### config.mk
export PLATFORM = sky130hd
export DESIGN_NAME = tile_seq
export DESIGN_NICKNAME = d
export VERILOG_FILES = /design/src/rtl/tseq_pkg.sv /design/src/rtl/tseq_bank_rot.sv /design/src/rtl/tseq_cat_track.sv /design/src/rtl/tile_seq.sv
export SDC_FILE = /design/constraint.sdc
export NUM_CORES = 1
export LEC_CHECK = 0
export BUFFER_PORTS_ARGS = -buffer_cell sky130_fd_sc_hd__buf_2
export CAP_MARGIN = 5
export CORE_ASPECT_RATIO = 0.9
export CORE_MARGIN = 3
export CORE_UTILIZATION = 49
export DETAILED_ROUTE_END_ITERATION = 16
export GPL_ROUTABILITY_DRIVEN = 0
export PLACE_DENSITY = 0.76
export REMOVE_ABC_BUFFERS = 1
export SETUP_SLACK_MARGIN = 0.5
export SLEW_MARGIN = 20
export SYNTH_ARGS = -nofsm -noshare
export SYNTH_HDL_FRONTEND = slang
export SYNTH_SLANG_ARGS = --single-unit
export TNS_END_PERCENT = 1
### constraint.sdc
create_clock -name clk -period 2.8 [get_ports clk]
set_input_delay 0.28 -clock clk [delete_from_list [all_inputs] [get_ports clk]]
set_output_delay 0.28 -clock clk [all_outputs]
set_load 0.05 [all_outputs]
### src/rtl/tseq_pkg.sv
package tseq_pkg;

    localparam int NBANK = 3;

    typedef logic [1:0] bank_t;

    typedef enum logic [1:0] {
        TM_NONE  = 2'd0,
        TM_STORE = 2'd1,
        TM_MERGE = 2'd2
    } tm_op_e;

    typedef struct packed {
        bank_t in_bank;
        bank_t hold_bank;
        logic  hold_act;
    } rot_t;

    localparam rot_t ROT_FRESH = '{in_bank: 2'd0, hold_bank: 2'd0, hold_act: 1'b0};

    // lowest bank that is neither the reader nor the pinned one
    function automatic bank_t free_bank(bank_t rd, bank_t pin, logic pin_ok);
        bank_t r;
        r = 2'd0;
        for (int k = NBANK - 1; k >= 0; k--) begin
            if (bank_t'(k) != rd && !(pin_ok && bank_t'(k) == pin))
                r = bank_t'(k);
        end
        return r;
    endfunction

endpackage

### src/rtl/tseq_bank_rot.sv
module tseq_bank_rot
    import tseq_pkg::*;
(
    input  rot_t  cur,
    input  logic  fork_en,
    input  logic  join_en,
    output bank_t out_bank,
    output logic  skip_use,
    output rot_t  nxt
);
    always_comb begin
        out_bank = free_bank(cur.in_bank, cur.hold_bank, cur.hold_act);
        skip_use = join_en && cur.hold_act;
        nxt          = cur;
        nxt.in_bank  = out_bank;
        if (skip_use) begin
            nxt.hold_act = 1'b0;
        end else if (fork_en && !cur.hold_act) begin
            nxt.hold_act  = 1'b1;
            nxt.hold_bank = cur.in_bank;
        end
    end
endmodule

### src/rtl/tseq_cat_track.sv
module tseq_cat_track
    import tseq_pkg::*;
#(
    parameter int NCAT = 3,
    parameter int LW   = 4,
    parameter int SW   = 2
) (
    input  logic [LW-1:0]      layer,
    input  logic [NCAT*LW-1:0] cat_layers,
    input  logic [NCAT-1:0]    cat_en,
    input  logic [NCAT-1:0]    pend,
    output tm_op_e             op,
    output logic [SW-1:0]      slot
);
    logic [NCAT-1:0] hit;

    genvar g;
    generate
        for (g = 0; g < NCAT; g++) begin : g_hit
            assign hit[g] = cat_en[g] && (cat_layers[g*LW +: LW] == layer);
        end
    endgenerate

    always_comb begin
        op   = TM_NONE;
        slot = '0;
        for (int j = NCAT - 1; j >= 0; j--) begin
            if (hit[j]) begin
                op   = pend[j] ? TM_MERGE : TM_STORE;
                slot = SW'(j);
            end
        end
    end
endmodule

### src/rtl/tile_seq.sv
module tile_seq
    import tseq_pkg::*;
#(
    parameter int MAX_LAYERS = 16,
    parameter int TILE_W     = 8,
    parameter int NUM_CAT    = 3,
    localparam int LW = $clog2(MAX_LAYERS),
    localparam int CW = LW + 1,
    localparam int SW = (NUM_CAT > 1) ? $clog2(NUM_CAT) : 1
) (
    input  logic                  clk,
    input  logic                  rst,
    input  logic                  start,
    input  logic [CW-1:0]         cfg_layers,
    input  logic [TILE_W-1:0]     cfg_tiles,
    input  logic [NUM_CAT*LW-1:0] cfg_cat_layers,
    input  logic [NUM_CAT-1:0]    cfg_cat_en,
    input  logic [MAX_LAYERS-1:0] cfg_fork_mask,
    input  logic [MAX_LAYERS-1:0] cfg_join_mask,
    input  logic                  eng_done,
    output logic                  busy,
    output logic                  cmd_valid,
    output logic [TILE_W-1:0]     cmd_tile,
    output logic [LW-1:0]         cmd_layer,
    output logic [1:0]            cmd_in_bank,
    output logic [1:0]            cmd_out_bank,
    output logic [1:0]            cmd_skip_bank,
    output logic                  cmd_skip_use,
    output logic [1:0]            cmd_tm_op,
    output logic [SW-1:0]         cmd_tm_slot
);
    // latched configuration
    logic [CW-1:0]         r_layers;
    logic [TILE_W-1:0]     r_tiles;
    logic [NUM_CAT*LW-1:0] r_cat_layers;
    logic [NUM_CAT-1:0]    r_cat_en;
    logic [MAX_LAYERS-1:0] r_fork;
    logic [MAX_LAYERS-1:0] r_join;

    // sequencing state
    logic                  busy_q;
    logic [LW-1:0]         layer_q;
    logic [TILE_W-1:0]     tile_q;
    rot_t                  rot_q;
    logic [NUM_CAT-1:0]    pend_q;

    rot_t          rot_nxt;
    bank_t         out_bank;
    logic          skip_use;
    tm_op_e        tm_op;
    logic [SW-1:0] tm_slot;
    logic          cfg_ok;
    logic          last_layer;
    logic          last_tile;

    tseq_bank_rot u_rot (
        .cur      (rot_q),
        .fork_en  (r_fork[layer_q]),
        .join_en  (r_join[layer_q]),
        .out_bank (out_bank),
        .skip_use (skip_use),
        .nxt      (rot_nxt)
    );

    tseq_cat_track #(.NCAT(NUM_CAT), .LW(LW), .SW(SW)) u_cat (
        .layer      (layer_q),
        .cat_layers (r_cat_layers),
        .cat_en     (r_cat_en),
        .pend       (pend_q),
        .op         (tm_op),
        .slot       (tm_slot)
    );

    assign cfg_ok     = (cfg_layers != '0) && (cfg_layers <= CW'(MAX_LAYERS)) && (cfg_tiles != '0);
    assign last_layer = ({1'b0, layer_q} == r_layers - CW'(1));
    assign last_tile  = (tile_q >= r_tiles - TILE_W'(1));

    always_ff @(posedge clk) begin
        if (rst) begin
            busy_q       <= 1'b0;
            layer_q      <= '0;
            tile_q       <= '0;
            rot_q        <= ROT_FRESH;
            pend_q       <= '0;
            r_layers     <= '0;
            r_tiles      <= '0;
            r_cat_layers <= '0;
            r_cat_en     <= '0;
            r_fork       <= '0;
            r_join       <= '0;
        end else if (!busy_q) begin
            if (start && cfg_ok) begin
                r_layers     <= cfg_layers;
                r_tiles      <= cfg_tiles;
                r_cat_layers <= cfg_cat_layers;
                r_cat_en     <= cfg_cat_en;
                r_fork       <= cfg_fork_mask;
                r_join       <= cfg_join_mask;
                busy_q       <= 1'b1;
                layer_q      <= '0;
                tile_q       <= '0;
                rot_q        <= ROT_FRESH;
                pend_q       <= '0;
            end
        end else if (eng_done) begin
            if (tm_op == TM_STORE) begin
                // park this half, replay the neighbour from the first layer
                pend_q[tm_slot] <= 1'b1;
                tile_q          <= tile_q + TILE_W'(1);
                layer_q         <= '0;
                rot_q           <= ROT_FRESH;
            end else if (last_layer) begin
                if (last_tile) begin
                    busy_q <= 1'b0;
                end else begin
                    tile_q  <= tile_q + TILE_W'(1);
                    layer_q <= '0;
                    rot_q   <= ROT_FRESH;
                    pend_q  <= '0;
                end
            end else begin
                if (tm_op == TM_MERGE)
                    pend_q[tm_slot] <= 1'b0;
                layer_q <= layer_q + LW'(1);
                rot_q   <= rot_nxt;
            end
        end
    end

    assign busy          = busy_q;
    assign cmd_valid     = busy_q;
    assign cmd_tile      = tile_q;
    assign cmd_layer     = layer_q;
    assign cmd_in_bank   = rot_q.in_bank;
    assign cmd_out_bank  = out_bank;
    assign cmd_skip_bank = rot_q.hold_bank;
    assign cmd_skip_use  = skip_use;
    assign cmd_tm_op     = tm_op;
    assign cmd_tm_slot   = tm_slot;
endmodule

# == After elaboration in Yosys (flattened, before gate mapping) ==
# Index checks and enable logic that the tools add are counted.
# op_classes
add_sub_neg,4
magnitude_cmp,5
eq_ne,18
mux,52
bitwise_logic,4
reduce_logical,30
# op_table
operator,n
$mux 8,6
$mux 5,6
$mux 2,13
$mux 3,8
$mux 4,6
$logic_and 1x1->1,15
$eq 4x4->1,3
$reduce_and 4->1,3
$mux 1,10
$add 8x1->8 const B,1
$bmux 1 s4,2
$ge 8x8->1,1
$ne 4x1->1 const B,2
$reduce_bool 8->1,1
$sub 8x1->8 const B,1
$eq 4x5->1,1
$le 5x5->1 const B,1
$lt 4x5->1 const B,1
$ne 5x2->1 const B,1
$reduce_and 5->1,1
$reduce_bool 5->1,1
$sub 5x1->5 const B,1
$add 4x1->4 const B,1
$logic_not 1->1,4
22 further kinds,23
# word_totals
register_bits,81
inputBits,64
out_inout_bits,25
word_cells,126

# == Depth between registers and ports, before layout ==
# Gate-level depths: netlist of the first run.
# depth
word_depth,16
mapped_depth,15
depth_no_buf,12

# == Hierarchy ==
# A second synthesis of the first run with hierarchy kept.
# unflattened
cells_unflattened,505
hier_area_um2,4209.0
# by_module_without_submodules
mod,instances,cells_per_inst,area_each_um2,seq_area_each_um2
tile_seq,1,457,3852.4,1621.6
tseq_cat_track,1,34,232.7,0.0
tseq_bank_rot,1,14,123.9,0.0

# == Worst setup path before layout of the first run ==
# No wires, ideal clock.
# synth_path
kind,flip-flop to flip-flop
startpoint,"register layer_q[0], in the netlist cmd_layer[0]"
endpoint,"register tile_q[5], in the netlist cmd_tile[5]"
setup_time_ns,0.070
arrival_ns,3.316
t_required_ns,2.730
path_slack_ns,-0.586
stages_incl_launch_ff,14
path_buffers,2
synth_period_minus_slack_ns,3.386
cell_sequence,dfxtp_1 -> buf_6 -> buf_6 -> xor2_1 -> nor3_1 -> nand3_1 -> o22ai_1 -> o21a_1 -> ha_1 -> inv_1 -> nand2_1 -> o211ai_2 -> or4_1 -> a21oi_1
# synth_via
elab_chain_len,9
word_cells_on_any_way,17
cone_classes,7 x eq/ne; 6 x mux; 4 x reduce/logical
# synth_lines
item,line_no,source
start: declaration,tile_seq.sv:42,logic [LW-1:0] layer_q;
start signal: assignment,tile_seq.sv:124,layer_q <= layer_q + LW'(1);
$eq 4x4->1,tseq_cat_track.sv:20,assign hit[g] = cat_en[g] && (cat_layers[g*LW +: LW] == layer);
$logic_and 1x1->1,tseq_cat_track.sv:20,
$mux 2 (2 in a row),tseq_cat_track.sv:28,if (hit[j]) begin
$mux 2 (*),tseq_cat_track.sv:28,
named net cmd_tm_op[0],tile_seq.sv:29,"output logic [1:0] cmd_tm_op,"
$eq 2x1->1 (*),tile_seq.sv:106,if (tm_op == TM_STORE) begin
$mux 8,tile_seq.sv:106,
$mux 8,tile_seq.sv:105,end else if (eng_done) begin
$mux 8,tile_seq.sv:91,end else if (!busy_q) begin
end signal: assignment,tile_seq.sv:109,tile_q <= tile_q + TILE_W'(1);
end signal: assignment,tile_seq.sv:116,tile_q <= tile_q + TILE_W'(1);
end: declaration,tile_seq.sv:43,logic [TILE_W-1:0] tile_q;
# Mark *: on every way through the listed nets, which the timed path passes. The rest lies on a longest branch. The select of a mux whose other input is x is not followed.
# A chain may end at the register's enable or synchronous reset.

# == Worst setup path after layout of the first run ==
# layout_path
startpoint,register r_tiles[2]
endpoint,"register tile_q[0], in the netlist cmd_tile[0]"
# layout_via
elab_chain_len,4
# layout_lines
item,line_no,source
start: declaration,tile_seq.sv:34,logic [TILE_W-1:0] r_tiles;
start signal: assignment,tile_seq.sv:94,r_tiles <= cfg_tiles;
$sub 8x1->8,tile_seq.sv:76,assign last_tile = (tile_q >= r_tiles - TILE_W'(1));
$ge 8x8->1,tile_seq.sv:76,
$ne 3x2->1 (no source line),-,
$reduce_and 4->1 (no source line),-,
# Every way passes these cells.

==> results of run 1 <==
-- through the flow --
stage / utilization [%] / total power [mW] / std cells
after CTS: 62.32 / 2.613 / 706
after floorplan: - / 1.566 / 467
after detailed placement: 59.14 / 1.767 / 690
final: 62.96 / 2.615 / 707
after global routing: 62.96 / 2.743 / 707
after global placement: 59.14 / 1.750 / 690
-- power breakdown --
part | switching, mW | leakage, nW | internal, mW
Clock | 0.474 | 0.0998 | 0.365
Sequential | 0.0367 | 0.660 | 1.20
Combinational | 0.301 | 1.43 | 0.235
-- synth_stat cells (2+ instances only) --
cell / count / area share [%]
nand2_1: 134 / 12
a21oi_1: 83 / 10
dfxtp_1: 81 / 39
nor2_1: 16 / 1.4
xor2_1: 16 / 3.4
clkbuf_1: 15 / 1.4
ha_1: 13 / 3.9
inv_1: 13 / 1.2
nand3_1: 12 / 1.4
xnor2_1: 10 / 2.1
mux4_2: 9 / 4.9
buf_4: 7 / 1.3
mux2i_1: 6 / 1.4
o31ai_1: 6 / 1.1
buf_2: 5 / 0.60
buf_6: 5 / 1.4
nor3_1: 5 / 0.60
o21ai_0: 5 / 0.60
or3_1: 5 / 0.75
or4_1: 4 / 0.72
a211o_1: 3 / 0.63
a211oi_1: 3 / 0.54
nor4_1: 3 / 0.45
a21o_1: 2 / 0.36
a311oi_1: 2 / 0.42
clkbuf_8: 2 / 0.66
mux2_2: 2 / 0.54
nand2b_1: 2 / 0.30
nand4_1: 2 / 0.30
nor3b_1: 2 / 0.36
o211a_1: 2 / 0.48
o21a_1: 2 / 0.36
o21ai_1: 2 / 0.24
o31ai_2: 2 / 0.60
-- kinds of logic (layout without fill, tap and decap cells) --
family                   Yosys count  in the layout
buffers and inverters             48            155
multiplexers                      17             17
XOR/XNOR                          27             27
flip-flops                        81             81
AND/OR/NAND/NOR                  195            195
adder cells (fa/ha/maj)           13             13
AO/OA/AOI/OAI                    120            120
-- registers in the layout (all words and copies together) (netlist names) --
register / flops
r_fork: 16
busy: 1
r_cat_layers: 12
pend_q: 3
cmd_skip_bank: 2
r_cat_en: 3
cmd_layer: 4
rot_q: 1
cmd_in_bank: 2
r_layers: 5
r_tiles: 8
r_join: 16
cmd_tile: 8
-- worst min-delay path, cell delays in order --
cell     delay [ps]
buf_2            90
nand2_1          40
a21oi_1          50
-- area by class of cell --
cell class	instances	area, um^2	share of cell area [%]
Clock buffer	10	137.6	2.684
Clock inverter	6	55.05	1.073
Inverter	14	52.55	1.025
Multi-Input combinational cell	372	2356	45.94
Sequential cell	81	1625	31.69
Tap cell	99	123.9	2.415
Timing Repair Buffer	125	778.2	15.17
-- worst paths after layout --
path                     startpoint              end  cells after the start
setup reg to reg         r_tiles[2]      cmd_tile[0]                     11
setup / recovery         r_tiles[2]      cmd_tile[0]                     11
hold reg to reg          r_fork[12]       r_fork[12]                      2
hold / removal    cfg_cat_layers[7]  r_cat_layers[7]                      3
-- per-layer routing --
layer	vias up	track usage, %	share of wire (%)
met1	1763	26.84	43
met4	0	5.178	1.3
met3	13	5.444	5.8
li1	1929	-	-
met2	120	36.75	50
met5	-	0	0
-- repair_timing --
item	in CTS	in global routing
pin swaps	2	1
gates resized for setup	14	13
gates cloned	0	1
setup endpoints to repair	26	26
hold buffers	0	0
==> impl_metrics.yaml, run 1 <==
job:
  max_cap_viol_count: 0
sta:
  max_slew_margin_pct: 62.35
  setup_tns_ps: -2099
  hold_viol: 0
  finalWorstPathRequiredPeriod_ps: 2964
  fin_skew_ps: 10.90
  fmax_mhz: 337.4
  holdWs_ps: 142.2
  final-max-slew-violation-count: 0
  post-route-period-util_pct: 105.9
  grt_setup_unrepaired: "yes"
  finalSetupViolCount: 20
  worstMarginPinSlew_ps: 560.5
  setup_slack_ps: -164.2
finish:
  final_common_cell: "nand2_1"
  fillers: 712
  area_growth_pct: 23.13
  final_cell_mix: "nand2_1 (134), buf_2 (85), a21oi_1 (82)"
  stdcell_area_um2: 5129
  drive_gt1_share_pct: 28.95
  diodes: 0
  nets: 680
cts:
  worstSkewPairLatency_ps: 360
  path_clk_slew_ps: 90
  cts-root-buf: "clkbuf_8"
  cts_max_level: 3
  cts_tree: "built"
  cts_buffer_depth: 2
  cts.sinks: 81
  cts_setup_buffers: 0
  numCtsBuffers: 9
yosys:
  synthArstFlopShare_pct: 0
  synth-simple-area-share_pct: 20.76
  seq_area_frac_synth_pct: 38.93
  yosys.area_share.adder_pct: 3.905
  ys_warn_count: 0
  synth_area_um2: 4165
  synthDistinctLibCells: 54
  synth_mux_area_share_pct: 6.849
  synth_compound_area_share_pct: 17.06
  synth_seq_cells: 81
  synth_xor_area_share_pct: 6.008
  synth_top_family_by_area: "simple AND/OR/NAND/NOR gates"
  synth_edf_count: 0
  synth_ff_type: "dfxtp_1"
  synth_cells: 501
  syn_area_per_cell_um2: 8.314
setup_path:
  worst-setup-path-type: "flip-flop to flip-flop"
  start_kind: "flip-flop"
  critPathBufInv: 1
  critPathArrivalTime_ps: 3200
  cp_top_family: "simple AND/OR/NAND/NOR gates"
  crit_chain: "or4_4 -> nor4_4 -> xnor2_1 -> ha_1 -> nand2_1 -> or3_4 -> o221a_4 -> o211ai_2 -> buf_6 -> mux2i_1 -> nor2_1"
  critical_path.slowest_cell: "or4_4"
  critPathMaxFanout: 15
  rrSetupSlack_ps: -160
  crit_path_end_kind: "flip-flop"
  crit_required_ps: 3030
  max_stage_delay_ps: 560
drt:
  routed_wl_um: 10090
  routedWlPerCell_um: 14.27
  ant_nets: 0
  drcViolationCount: 0
  via_per_inst: 5.410
  drtIter0Drc: 147
  firstDrtPassIters: 5
  vias: 3825
grt:
  grt_max_degree: 44
  grt_pass1_wl_um: 16480
  grt_util_all_layers_pct: 21.45
  grt_overflow: 0
  antenna_found_initial: 0
  grt_pass1_vias: 3633
power_and_ir_drop:
  ir_drop_mv: 0.2396
  power.leakage_nw: 2.191
  power.density_nw_per_um2: 509.8
worst_hold_path:
  hp-class: "input pin to flip-flop"
placed_design:
  place_ws_ps: -229.1
  place.detailed.hpwl_um: 7267
  portBuffers: 88
  place_area_um2: 4817
outcome:
  violations: "negative setup slack"
  outcome: "complete, but fails checks"
floorplanning:
  coreArea_um2: 8145
  dieArea_um2: 9644
  die_w_um: 103.2
  num_io_pins: 89
  start_util_pct: 51.14
  rows: 31
  die_h_um: 93.47
Note: power is estimated with default switching activity, not from simulation.
==> run 2, diff against run 1 <==
--- a/config.mk
+++ b/config.mk
@@ -18,5 +18,6 @@
 export SLEW_MARGIN = 20
 export SYNTH_ARGS = -nofsm -noshare
 export SYNTH_HDL_FRONTEND = slang
+export SYNTH_HIERARCHICAL = 1
 export SYNTH_SLANG_ARGS = --single-unit
 export TNS_END_PERCENT = 1
==> run 2 against run 1 <==
The run still ends with negative setup slack left. Sequential share of layout area is 0.99 points lower. Critical path depth is 3 higher. Utilization is 2.2 points higher. Flip-flop and latch count stayed put. Cell area is 4.0% higher. Largest power group unchanged. Highest routed layer unchanged.
==> impl_metrics.yaml, run 2 <==
placed_design:
  portBuffers: 88
  place.detailed.hpwl_um: 7244
sta:
  post-route-period-util_pct: 100.8
  fmax_mhz: 354.4
  max_slew_margin_pct: 54.84
  finalSetupViolCount: 8
  final-max-slew-violation-count: 0
  grt_setup_unrepaired: "yes"
  hold_viol: 0
  fin_skew_ps: 15.49
  worstMarginPinSlew_ps: 677.4
  finalWorstPathRequiredPeriod_ps: 2822
  setup_slack_ps: -21.99
grt:
  grt_max_degree: 65
  grt_pass1_wl_um: 17310
  grt_util_all_layers_pct: 21.78
  grt_pass1_vias: 3644
  antenna_found_initial: 0
  grt_overflow: 0
power_and_ir_drop:
  pwr-share-seq_pct: 45.1
  power_mw: 2.762
  power.density_nw_per_um2: 517.7
  power.leakage_nw: 2.112
  pwr-share-clk_pct: 34.2
  power_switching_mw: 0.8443
  ir_drop_mv: 0.3074
  pwr-share-comb_pct: 20.7
  p_int_mw: 1.918
  switching_share_pct: 30.57
yosys:
  synthTopCellsByCount: "nand2_1 (132), dfxtp_1 (81), a21oi_1 (70)"
  synthArstFlopShare_pct: 0
  seq_area_frac_synth_pct: 38.53
  synth.area.top_cells: "dfxtp_1 (39%), nand2_1 (12%), a21oi_1 (8.3%)"
  synth.most_common_cell: "nand2_1"
  synth_area_um2: 4209
  syn_area_per_cell_um2: 8.335
  synth_cells: 505
  synth_edf_count: 0
  synth_seq_cells: 81
  ys_warn_count: 6
  synth_top_cell_by_area: "dfxtp_1"
  synthDistinctLibCells: 56
  synth_ff_type: "dfxtp_1"
  netlist.area_leader.share_pct: 38.53
drt:
  routed_wl_um: 10720
  vias: 3874
  via_per_inst: 5.396
  firstDrtPassIters: 5
  drcViolationCount: 0
  routedWlPerCell_um: 14.93
  drtIter0Drc: 183
  ant_nets: 0
finish:
  final_common_cell: "nand2_1"
  finish.utilization_pct: 65.19
  reg_top3: "r_fork (16), r_join (16), r_cat_layers (12)"
  final_cell_mix: "nand2_1 (132), buf_2 (86), dfxtp_1 (74)"
  diodes: 0
  nets: 675
  multiInputGateArea_um2: 2585
  regArea_um2: 1638
  fillers: 677
  area_growth_pct: 26.75
  drive_gt1_share_pct: 32.67
floorplanning:
  coreArea_um2: 8184
  num_io_pins: 89
  dieArea_um2: 9740
  die_w_um: 103.7
  start_util_pct: 51.43
  die_h_um: 93.93
  rows: 31
outcome:
  violations: "negative setup slack"
  outcome: "complete, but fails checks"
cts:
  cts_tree: "built"
  cts_buffer_depth: 2
  postCtsHoldBufs: 0
  numCtsBuffers: 9
  path_clk_slew_ps: 100
  cts.sinks: 81
  worstSkewPairLatency_ps: 360
  cts_max_level: 3
  cts-root-buf: "clkbuf_8"
setup_path:
  critPathMaxFanout: 8
  crit_required_ps: 3050
  worst-setup-path-type: "flip-flop to flip-flop"
  critPathArrivalTime_ps: 3070
  start_kind: "flip-flop"
  r2r_cells: 14
  crit_path_end_kind: "flip-flop"
job:
  max_cap_viol_count: 0
worst_hold_path:
  hp-class: "input pin to flip-flop"
  hold_path_depth: 3
## run 2: cell count changes in the layout (fill, tap and decap cells not counted), moves of 5 or more
cell      previous run  this run
a21oi_1             82        66
nand3_1             11         6
nor2_2               0         6
buf_4               33        23
o31ai_1              6         0
dfxtp_1             80        74
nand2b_1             1        13
## run 2: logic make-up after synthesis
group	after synthesis	synth area share [%]
DFF	81	38.53
buffers and inverters	47	5.291
xor gates and xnor gates	27	5.618
AOI/OAI and AO/OA	106	15.64
and+or+nand+nor	209	22.44
adders and majority gates	13	3.865
muxes	22	8.621
## run 2: metrics by stage
step / hold WS (ps) / setup TNS [ps] / cells / worst slack, ps / area (um^2)
after global placement: 439.4 / -438.7 / 699 / -74.77 / 4848
after floorplan: 349.1 / -69810 / 472 / -1674 / 4039
after global routing: 133.2 / -1529 / 718 / -122.0 / 5335
after detailed placement: 446.0 / -3311 / 699 / -227.1 / 4848
after CTS: 129.2 / 0 / 718 / 89.03 / 5228
final: 138.9 / -80.31 / 718 / -21.99 / 5335
## run 2: layer usage
layer / track usage [%] / part of all wire (%) / vias to the layer above
li1: - / - / 1911
met1: 26.69 / 43 / 1835
met2: 37.80 / 50 / 107
met3: 5.361 / 4.9 / 21
met4: 7.420 / 2.1 / 0
met5: 0 / 0 / -
## run 2: power by group through the flow
stage,registers [mW],clock network (mW),logic (mW)
after floorplan,1.29,0,0.285
after global placement,1.27,0,0.491
after detailed placement,1.27,0,0.508
after CTS,1.24,0.960,0.546
after global routing,1.25,1.01,0.625
final,1.25,0.944,0.572
## run 2: repair_timing
action | 4_1_cts | 5_1_grt
buffers inserted | 3 | 0
pin swaps | 9 | 9
cloned | 0 | 0
endpoints found under the setup margin | 24 | 25
resized for setup | 34 | 22
## run 2: worst paths after layout
kind	from	endpoint	slack [ps]
worst min register to register	r_join[14]	r_join[14]	460
worst max register to register	cmd_layer[2]	cmd_skip_bank[0]	-20
worst max-delay path	cmd_layer[2]	cmd_skip_bank[0]	-20
worst min-delay path	cfg_join_mask[11]	r_join[11]	140
## run 2: critical path, cell delays in order (launching register included)
cell,delay (ps)
dfxtp_4,380
xnor2_1,190
nand3_1,170
buf_4,170
buf_4,140
nor3_2,160
a31oi_2,90
ha_4,210
nand3b_1,200
o22ai_2,200
a21oi_4,90
o31ai_4,230
buf_12,190
mux2i_4,250
nor2_4,40
## run 2: layout make-up
| class | count | area share [%] |
|---|---|---|
| repair buffers | 115 | 13.06 |
| multi-input cells | 377 | 48.45 |
| flip-flops and latches | 81 | 30.70 |
| clock buffers | 10 | 2.580 |
| clock inverters | 6 | 1.524 |
| inverters | 14 | 0.9850 |
| well taps | 115 | 2.697 |
==> run 3, diff against run 2 <==
--- a/config.mk
+++ b/config.mk
@@ -5,11 +5,12 @@
 export SDC_FILE = /design/constraint.sdc
 export NUM_CORES = 1
 export LEC_CHECK = 0
+export ABC_AREA = 1
 export BUFFER_PORTS_ARGS = -buffer_cell sky130_fd_sc_hd__buf_2
 export CAP_MARGIN = 5
 export CORE_ASPECT_RATIO = 0.9
 export CORE_MARGIN = 3
-export CORE_UTILIZATION = 49
+export CORE_UTILIZATION = 50
 export DETAILED_ROUTE_END_ITERATION = 16
 export GPL_ROUTABILITY_DRIVEN = 0
 export PLACE_DENSITY = 0.76
==> constraint.sdc (replaced) <==
create_clock -name clk -period 2.4 [get_ports clk]
set_input_delay 0.24 -clock clk [delete_from_list [all_inputs] [get_ports clk]]
set_output_delay 0.24 -clock clk [all_outputs]
set_load 0.05 [all_outputs]
==> run 3 against run 2 <==
The flow now finishes without violations. Global-route usage about the same. Flip-flop and latch count unchanged. Clock-buffer cell count unchanged. First-iteration DRC count increased by 30%. Sequential power increased by 22%. Clock skew decreased by 5.6 ps. Worst hold slack got worse by 6.5 ps. Fmax increased by 21%. Wire length increased by 7.6%. Critical endpoint is now cmd_in_bank[1]. Largest power group unchanged.
==> impl_metrics.yaml, run 3 <==
outcome:
  outcome: "finished, final reports clean"
grt:
  grt_pass1_wl_um: 19130
  grt_overflow: 0
  grt_util_all_layers_pct: 21.81
  grt_pass1_vias: 4344
  antenna_found_initial: 0
  grt_max_degree: 70
floorplanning:
  start_util_pct: 52.95
  die_h_um: 97.63
  dieArea_um2: 10530
  die_w_um: 107.8
  num_io_pins: 89
  coreArea_um2: 8808
  rows: 32
sta:
  worstMarginPinSlew_ps: 577.3
  fmax_mhz: 430.0
  max_slew_margin_pct: 61.51
  final-max-slew-violation-count: 0
  fin_skew_ps: 9.920
  hold_viol: 0
  grt_setup_unrepaired: "yes"
  post-route-period-util_pct: 96.91
  finalSetupViolCount: 0
  finalWorstPathRequiredPeriod_ps: 2326
cts:
  cts-root-buf: "clkbuf_8"
  cts_buffer_depth: 2
  postCtsHoldBufs: 0
  worstSkewPairLatency_ps: 350
  cts_max_level: 3
  numCtsBuffers: 9
  path_clk_slew_ps: 90
  cts_tree: "built"
  cts.sinks: 81
placed_design:
  place.detailed.hpwl_um: 8055
  portBuffers: 88
yosys:
  synth_top_cell_by_area: "dfxtp_1"
  ys_warn_count: 6
  synth_edf_count: 0
  synthArstFlopShare_pct: 0
  netlist.area_leader.share_pct: 34.76
  synth_area_um2: 4664
  synth.most_common_cell: "nand2_1"
  syn_area_per_cell_um2: 6.607
  synthTopCellsByCount: "nand2_1 (123), nor2_1 (119), dfxtp_1 (81), o21ai_0 (81), inv_1 (79)"
  seq_area_frac_synth_pct: 34.76
  synth.area.top_cells: "dfxtp_1 (35%), nand2_1 (9.9%), nor2_1 (9.6%)"
  synth_cells: 706
  synth_ff_type: "dfxtp_1"
  synth_seq_cells: 81
  synthDistinctLibCells: 38
power_and_ir_drop:
  power.leakage_nw: 2.562
  power_mw: 3.544
  ir_drop_mv: 0.3448
  power.density_nw_per_um2: 637.9
finish:
  finish.utilization_pct: 63.08
  drive_gt1_share_pct: 24.84
  reg_top3: "r_fork (16), r_join (16), r_cat_layers (12)"
  diodes: 0
  area_growth_pct: 19.13
  final_common_cell: "nand2_1"
  final_cell_mix: "nand2_1 (121), nor2_1 (116), buf_2 (83)"
  nets: 865
setup_path:
  critical_path.slowest_cell: "dfxtp_2"
  cpMostUsedCell: "nand2_1"
  r2r_cells: 14
  crit_path_end_kind: "flip-flop"
  worst-setup-path-type: "flip-flop to flip-flop"
  rr_startpoint: "r_tiles[1]"
  crit_required_ps: 2680
  max_stage_delay_ps: 350
  timing.rr.end: "cmd_in_bank[1]"
  start_kind: "flip-flop"
  crit_chain: "inv_2 -> ha_4 -> nand2_2 -> nor3_4 -> xor2_1 -> inv_1 -> ha_1 -> nand2_1 -> o21a_1 -> a21oi_4 -> buf_4 -> a21boi_4 -> nand2_1 -> a21oi_2"
  rrSetupSlack_ps: 70
  critPathArrivalTime_ps: 2610
  critPathMaxFanout: 6
worst_hold_path:
  min_to: "r_fork[11]"
  hp-start: "cfg_fork_mask[11]"
  hp-class: "input pin to flip-flop"
  hold_path_depth: 3
job:
  max_cap_viol_count: 0
drt:
  ant_nets: 0
  via_per_inst: 5.082
  firstDrtPassIters: 5
  drtIter0Drc: 238
  routed_wl_um: 11540
  routedWlPerCell_um: 12.65
  drcViolationCount: 0
  vias: 4635
==> run 3: final cells by class <==
class | instances | area, um^2
clock buffer | 10 | 137.6
clock inverter | 6 | 66.31
fill | 819 | 3252
inverter | 93 | 352.8
multi-input combinational | 498 | 2626
sequential | 81 | 1633
tap | 119 | 148.9
timing repair buffer | 105 | 591.8
==> run 3: stage by stage <==
step	area (um^2)	hold WS (ps)	instances	setup WS, ps	setup TNS (ps)
floorplan	4459	302.4	670	-1054	-53780
global placement	5146	440.0	890	40.43	0
detailed placement	5146	446.9	890	-104.1	-716.9
CTS	5460	121.9	910	94.85	0
global route	5557	143.0	912	-75.46	-553.6
finish	5557	132.4	912	74.25	0
==> run 3: routing by layer <==
metal  vias up  part of all wire, %  wire [um]  track usage, %
met5         -                    0          0               0
met4         0                  1.6        180           6.117
met3        26                  5.5        631           4.917
met2       130                   48       5536           37.00
met1      2078                   45       5190           27.58
li1       2401                    -          -               -
==> run 3: power by group <==
| group | switching, mW | internal [mW] | total (mW) |
|---|---|---|---|
| clock | 0.509 | 0.513 | 1.02 |
| combinational | 0.640 | 0.351 | 0.991 |
| sequential | 0.0818 | 1.45 | 1.53 |
| total | 1.23 | 2.31 | 3.54 |
==> run 3: worst max-delay path by stage <==
stage | startpoint | endpoint | slack [ps] | cells past startpoint
floorplan | busy | r_cat_en[0] | -1050 | 7
global placement | r_tiles[0] | cmd_layer[1] | 40 | 15
detailed placement | r_tiles[0] | cmd_layer[1] | -100 | 15
CTS | r_tiles[1] | cmd_skip_bank[0] | 90 | 14
global route | r_tiles[1] | cmd_in_bank[1] | -80 | 15
finish | r_tiles[1] | cmd_in_bank[1] | 70 | 14
==> run 3: worst max-delay path: cells and delay by family (launching register included) <==
kind	cells	cell delay, ps
AOI/OAI and AO/OA	4	620
DFF	1	350
adders and majority gates	2	410
buffers and inverters	3	300
and+or+nand+nor	4	400
xor gates and xnor gates	1	160
==> run 3: cells by family after synthesis <==
kind of cell | synth area share [%]
AO/OA/AOI/OAI | 17.70
XOR/XNOR | 1.878
adder cells (fa/ha/maj) | 3.487
buffers and inverters | 11.91
flip-flops | 34.76
AND/OR/NAND/NOR | 30.26
==> run 3: what timing repair did <==
item,CTS,global route
setup endpoints to repair,26,26
cloned,2,0
endpoints found under the hold margin,0,0
buffers inserted,2,2
pin swaps,11,12
resized for setup,20,31
